$ cat src/rtl/addr_calc_pkg.sv
package addr_calc_pkg;
    typedef enum logic [2:0] {
        EM_REG_DIRECT = 3'd0,
        EM_INDIRECT   = 3'd1,
        EM_POST_INC   = 3'd2,
        EM_PRE_DEC    = 3'd3,
        EM_DISP16     = 3'd4,
        EM_INDEXED    = 3'd5,
        EM_ABSOLUTE   = 3'd6,
        EM_RESERVED   = 3'd7
    } ea_mode_e;

    typedef enum logic {
        ST_IDLE = 1'b0,
        ST_HOLD = 1'b1
    } ctl_state_e;
endpackage

$ cat src/rtl/addr_step_sel.sv
module addr_step_sel #(
    parameter int DATA_W = 32
) (
    input  logic [1:0]        size,
    output logic [DATA_W-1:0] step
);
    localparam logic [DATA_W-1:0] STEP_B = DATA_W'(1);
    localparam logic [DATA_W-1:0] STEP_W = DATA_W'(2);
    localparam logic [DATA_W-1:0] STEP_L = DATA_W'(4);

    always_comb begin
        if (size[1])
            step = STEP_L;
        else if (size[0])
            step = STEP_W;
        else
            step = STEP_B;
    end
endmodule

$ cat src/rtl/addr_offset_ext.sv
module addr_offset_ext #(
    parameter int DATA_W = 32,
    parameter int D16_W  = 16,
    parameter int D8_W   = 8,
    parameter int IDXW_W = 16
) (
    input  logic [D16_W-1:0]  disp16,
    input  logic [D8_W-1:0]   disp8,
    input  logic [DATA_W-1:0] xreg,
    input  logic              idx_long,
    output logic [DATA_W-1:0] off_disp,
    output logic [DATA_W-1:0] off_index
);
    localparam int PAD16 = DATA_W - D16_W;
    localparam int PAD8  = DATA_W - D8_W;
    localparam int PADX  = DATA_W - IDXW_W;

    logic [DATA_W-1:0] d8_ext;
    logic [DATA_W-1:0] idx_val;

    always_comb begin
        off_disp  = {{PAD16{disp16[D16_W-1]}}, disp16};
        d8_ext    = {{PAD8{disp8[D8_W-1]}}, disp8};
        idx_val   = idx_long ? xreg
                             : {{PADX{xreg[IDXW_W-1]}}, xreg[IDXW_W-1:0]};
        off_index = d8_ext + idx_val;
    end
endmodule

$ cat src/rtl/addr_ctrl_fsm.sv
module addr_ctrl_fsm
    import addr_calc_pkg::*;
(
    input  logic clk,
    input  logic rst_n,
    input  logic in_valid,
    input  logic out_ready,
    output logic in_ready,
    output logic out_valid,
    output logic load
);
    ctl_state_e state_q, state_d;

    always_comb begin
        state_d = state_q;
        unique case (state_q)
            ST_IDLE: if (in_valid)  state_d = ST_HOLD;  // T_ACCEPT
            ST_HOLD: if (out_ready) state_d = ST_IDLE;  // T_RELEASE
            default: state_d = ST_IDLE;
        endcase
    end

    always_ff @(posedge clk) begin
        if (!rst_n)
            state_q <= ST_IDLE;
        else
            state_q <= state_d;
    end

    always_comb begin
        in_ready  = 1'b0;
        out_valid = 1'b0;
        load      = 1'b0;
        unique case (state_q)
            ST_IDLE: begin
                in_ready = 1'b1;
                load     = in_valid;
            end
            ST_HOLD: out_valid = 1'b1;
            default: ;
        endcase
    end
endmodule

$ cat src/rtl/addr_calc_unit.sv
module addr_calc_unit
    import addr_calc_pkg::*;
#(
    parameter int DATA_W = 32,
    parameter int ADDR_W = 24
) (
    input  logic              clk,
    input  logic              rst_n,
    input  logic              in_valid,
    output logic              in_ready,
    input  logic [2:0]        mode,
    input  logic [1:0]        size,
    input  logic              idx_long,
    input  logic [DATA_W-1:0] areg,
    input  logic [DATA_W-1:0] xreg,
    input  logic [15:0]       disp16,
    input  logic [7:0]        disp8,
    input  logic [DATA_W-1:0] abs_addr,
    output logic              out_valid,
    input  logic              out_ready,
    output logic [ADDR_W-1:0] ea,
    output logic [DATA_W-1:0] areg_new,
    output logic              wb_en,
    output logic              no_mem
);
    logic [DATA_W-1:0] step;
    logic [DATA_W-1:0] off_disp;
    logic [DATA_W-1:0] off_index;
    logic              load;

    logic [DATA_W-1:0] sum_d;
    logic [DATA_W-1:0] anew_d;
    logic              wb_d;
    logic              nm_d;
    ea_mode_e          mode_e;

    addr_step_sel #(.DATA_W(DATA_W)) u_step (
        .size (size),
        .step (step)
    );

    addr_offset_ext #(
        .DATA_W (DATA_W),
        .D16_W  (16),
        .D8_W   (8),
        .IDXW_W (16)
    ) u_off (
        .disp16    (disp16),
        .disp8     (disp8),
        .xreg      (xreg),
        .idx_long  (idx_long),
        .off_disp  (off_disp),
        .off_index (off_index)
    );

    addr_ctrl_fsm u_fsm (
        .clk       (clk),
        .rst_n     (rst_n),
        .in_valid  (in_valid),
        .out_ready (out_ready),
        .in_ready  (in_ready),
        .out_valid (out_valid),
        .load      (load)
    );

    always_comb begin
        mode_e = ea_mode_e'(mode);
        sum_d  = '0;
        anew_d = areg;
        wb_d   = 1'b0;
        nm_d   = 1'b0;
        unique case (mode_e)
            EM_REG_DIRECT, EM_RESERVED: nm_d = 1'b1;
            EM_INDIRECT:  sum_d = areg;
            EM_POST_INC: begin
                sum_d  = areg;
                anew_d = areg + step;
                wb_d   = 1'b1;
            end
            EM_PRE_DEC: begin
                anew_d = areg - step;
                sum_d  = anew_d;
                wb_d   = 1'b1;
            end
            EM_DISP16:   sum_d = areg + off_disp;
            EM_INDEXED:  sum_d = areg + off_index;
            EM_ABSOLUTE: sum_d = abs_addr;
            default:     nm_d  = 1'b1;
        endcase
    end

    always_ff @(posedge clk) begin
        if (!rst_n) begin
            ea       <= '0;
            areg_new <= '0;
            wb_en    <= 1'b0;
            no_mem   <= 1'b0;
        end else if (load) begin
            ea       <= sum_d[ADDR_W-1:0];
            areg_new <= anew_d;
            wb_en    <= wb_d;
            no_mem   <= nm_d;
        end
    end
endmodule

$ cat config.mk
export PLATFORM = sky130hd
export DESIGN_NAME = addr_calc_unit
export DESIGN_NICKNAME = d
export VERILOG_FILES = /design/src/rtl/addr_calc_pkg.sv /design/src/rtl/addr_step_sel.sv /design/src/rtl/addr_offset_ext.sv /design/src/rtl/addr_ctrl_fsm.sv /design/src/rtl/addr_calc_unit.sv
export SDC_FILE = /design/constraint.sdc
export NUM_CORES = 1
export LEC_CHECK = 0
export CAP_MARGIN = 20
export CORE_UTILIZATION = 42
export CTS_CLUSTER_DIAMETER = 60
export DETAILED_ROUTE_END_ITERATION = 7
export DONT_BUFFER_PORTS = 1
export PLACE_DENSITY = 0.67
export REMOVE_ABC_BUFFERS = 1
export SLEW_MARGIN = 10
export SYNTH_ARGS = -nofsm -noshare
export SYNTH_HDL_FRONTEND = slang
export SYNTH_SLANG_ARGS = --single-unit
$ cat constraint.sdc
create_clock -name clk -period 9.5 [get_ports clk]
set_clock_uncertainty 0.2 [all_clocks]
set_input_delay 1.9 -clock clk [delete_from_list [all_inputs] [get_ports clk]]
set_output_delay 1.9 -clock clk [all_outputs]
set_load 0.01 [all_outputs]
==> impl_metrics.py <==
metrics = {
    "run_status": {
        "status": "finished clean",
    },
    "floorplanning": {
        "io_pins": 190,
        "dieArea_mm2": 0.0179,
        "core_area_mm2": 0.0168,
        "fp.dieW_um": 134,
        "fp.dieH_um": 134,
        "start_util_pct": 43.5,
        "rows": 47,
    },
    "timing": {
        "period_share_pct": 54.2,
        "hold_viol": 0,
        "finalWorstSetupSlack_ns": 4.35,
        "rsz0062_at_grt": "false",
        "slew_viol_final": 0,
        "setup_viol_count_final": 0,
        "fin_crit_ns": 5.15,
        "timing.fmax_ghz": 0.194,
        "worst_pin_slew_ns": 1.06,
        "slew_headroom_pct": 29.7,
        "finalSetupTns_ns": 0,
    },
    "cts": {
        "clock_tree.root_cell": "clkbuf_16",
        "clk_latency_ns": 0.33,
        "h-tree-depth": 3,
        "clk_pin_slew_worst_paths_ns": 0.06,
        "numCtsBuffers": 9,
        "post_cts_resized": 0,
        "post_cts_buffers": 0,
        "clk_path_buf_depth": 2,
        "tritoncts": "done",
        "ctsHoldBuffers": 0,
        "clock-sinks": 59,
    },
    "critical_path": {
        "path_max_fanout": 8,
        "required_ns": 9.58,
        "cp_slowest_cell": "or4b_2",
        "setup.worst_path.end_class": "flip-flop",
        "cp.arrival_ns": 5.23,
        "crit_chain": "fa_1, ha_1, inv_1, fa_1, nor2b_1, o31ai_1, a21o_1, o21ai_0, a21boi_0, o21a_1, or4b_2, nand3_1",
        "startpoint_type": "input port",
        "worstSetupPathType": "in -> reg",
        "critPathMaxStageDelay_ns": 0.60,
        "path_common_cell": "fa_1",
    },
    "power_and_ir_drop": {
        "ir_drop_v": 0.0000808,
        "power_density_mw_per_mm2": 135,
        "p_seq_share_pct": 27.9,
        "power.share.combinational_pct": 39.8,
        "switching_share_pct": 37.6,
        "clkPwrFrac_pct": 32.3,
        "leakage_nw": 2.86,
        "p_sw_w": 0.000388,
        "internal_power_w": 0.000645,
    },
    "logic_synthesis": {
        "avgSynthCellArea_um2": 7.36,
        "async_reset_ff_share_pct": 0,
        "synth-seq-area-share_pct": 16.2,
        "ys_top_cells_by_area": "dfxtp_1, ha_1, fa_1, a21oi_1, nor2_1",
        "synth_edf_count": 0,
        "synth_fa_ha_area_share_pct": 16.2,
        "ys_types": 72,
        "synth_compound_gate_area_share_pct": 30.5,
        "synth-seq-cells": 59,
        "muxShareOfSynthArea_pct": 0.996,
        "synth-simple-area-share_pct": 24.1,
        "syn_inst": 990,
        "yosysTopAreaCellShare_pct": 16.2,
        "syn_area_mm2": 0.00729,
        "synth_top_flop_cell": "dfxtp_1",
        "synth-xor-area-share_pct": 6.73,
        "synth_warnings": 0,
        "synth_top_family_by_area": "compound AO/OA/AOI/OAI gates",
        "synth_area_leader_cell": "dfxtp_1",
    },
    "finish": {
        "num-fill-cells": 1745,
        "final_cells": 1167,
        "multi_input_area_mm2": 0.00575,
        "diodes": 0,
        "final_area_mm2": 0.00767,
        "final_layout_size_suffix_gt1_share_pct": 4.33,
        "nNetsFinal": 1150,
        "register_area_mm2": 0.00118,
        "area_growth_pct": 5.22,
    },
    "drt": {
        "wire_per_inst_um": 21.3,
        "vias": 7426,
        "drtPass1Iterations": 7,
        "drc_errors": 0,
        "antenna_left": 0,
        "drt-total-wl_um": 24900,
        "vias_per_cell": 6.36,
        "drt_iter0_markers": 645,
    },
    "grt": {
        "antenna_found_initial": 0,
        "grtUsageTotal_pct": 27.9,
        "overflow": 0,
        "grt_pass1_wl_um": 38800,
        "grt_max_degree": 48,
        "grt_pass1_vias": 6936,
    },
    "flow_run": {
        "cap_violations": 0,
    },
    "placement": {
        "place.gp.congestion": 0.932,
        "dp_worst_setup_slack_ns": 4.04,
        "post_dp_cell_area_mm2": 0.00737,
        "place_inst": 1151,
        "dp_hpwl_um": 19000,
        "io_buffers": 0,
    },
    "worst_hold_path": {
        "hold_class": "reg -> reg",
    },
}
## logic make-up after synthesis
kind of cell               count (synthesis)
DFF                                       59
xor gates and xnor gates                  56
AOI/OAI and AO/OA                        337
and+or+nand+nor                          355
buffers and inverters                     98
adders and majority gates                 78
muxes                                      7
## power groups by stage
stage               clock (W)  combinational [W]  sequential (W)
finish               0.000334           0.000411        0.000288
global route         0.000354           0.000456        0.000290
CTS                  0.000340           0.000406        0.000288
detailed placement          0           0.000403        0.000294
global placement            0           0.000401        0.000293
floorplan                   0           0.000312        0.000288
## routing by layer
layer,share of wire (%),GRT usage [%],vias up
met4,2.0,8.59,0
met5,0,0,-
met2,45,44.4,306
li1,-,-,3608
met3,8.4,7.34,29
met1,44,36.6,3483
## per-stage QoR
step,hold slack (ns),util [%],power (W)
after global routing,0.311,45.8,0.00110
after CTS,0.298,45.8,0.00103
after global placement,0.283,44.0,0.000694
final,0.295,45.8,0.00103
after detailed placement,0.291,44.0,0.000697
after floorplan,0.276,-,0.000599
## worst max-delay path: cells and delay by family
kind | cells | cell delay, ns
AND/OR/NAND/NOR | 3 | 0.85
adder cells (fa/ha/maj) | 3 | 1.15
AO/OA/AOI/OAI | 5 | 1.24
buffers and inverters | 1 | 0.07
## state kept, by name, summed over array words and instances (netlist names)
name	flops
areg_new	32
ea	24
no_mem	1
u_fsm.state_q	1
wb_en	1
## cell type report
class / count / share of cell area (%)
Sequential cell: 59 / 15.4
Tap cell: 220 / 3.59
Clock buffer: 11 / 3.16
Multi-Input combinational cell: 833 / 74.9
Inverter: 32 / 1.57
Timing Repair Buffer: 7 / 0.685
Clock inverter: 5 / 0.685
## Yosys cell counts, drive strengths merged (13+ instances only)
cell / instances
nor2: 93
a21oi: 88
nand2: 87
o21ai: 70
dfxtp: 59
clkbuf: 55
ha: 51
xnor2: 36
nor3: 32
inv: 31
a211oi: 27
fa: 27
nand3: 26
xor2: 20
a21o: 17
nor4: 17
o21a: 17
a31oi: 16
nor2b: 14
or3: 14
a22oi: 13
## layout by cell type (no fill, tap or decap), types with 14 or more instances in the layout
cell      Yosys  final
inv_1        31     31
a211oi_1     27     26
a21o_1       17     17
a31oi_1      16     16
xnor2_1      36     36
nor2_1       93     93
o21a_1       17     17
nand2_1      87     86
a21oi_1      87     87
fa_1         27     27
ha_1         51     51
o21ai_0      69     69
nor3_1       31     31
dfxtp_1      59     59
nor4_1       17     17
nand3_1      26     26
or3_1        14     14
xor2_1       20     20
## worst paths after layout
check | start | endpoint | slack, ns | cells past startpoint
hold / removal | areg_new[1] | areg_new[1] | 0.30 | 2
setup / recovery | areg[1] | ea[17] | 4.35 | 12
setup reg to reg | u_fsm.state_q | ea[17] | 6.58 | 9
hold reg to reg | areg_new[1] | areg_new[1] | 0.30 | 2
Note: power is estimated with default switching activity, not from simulation.
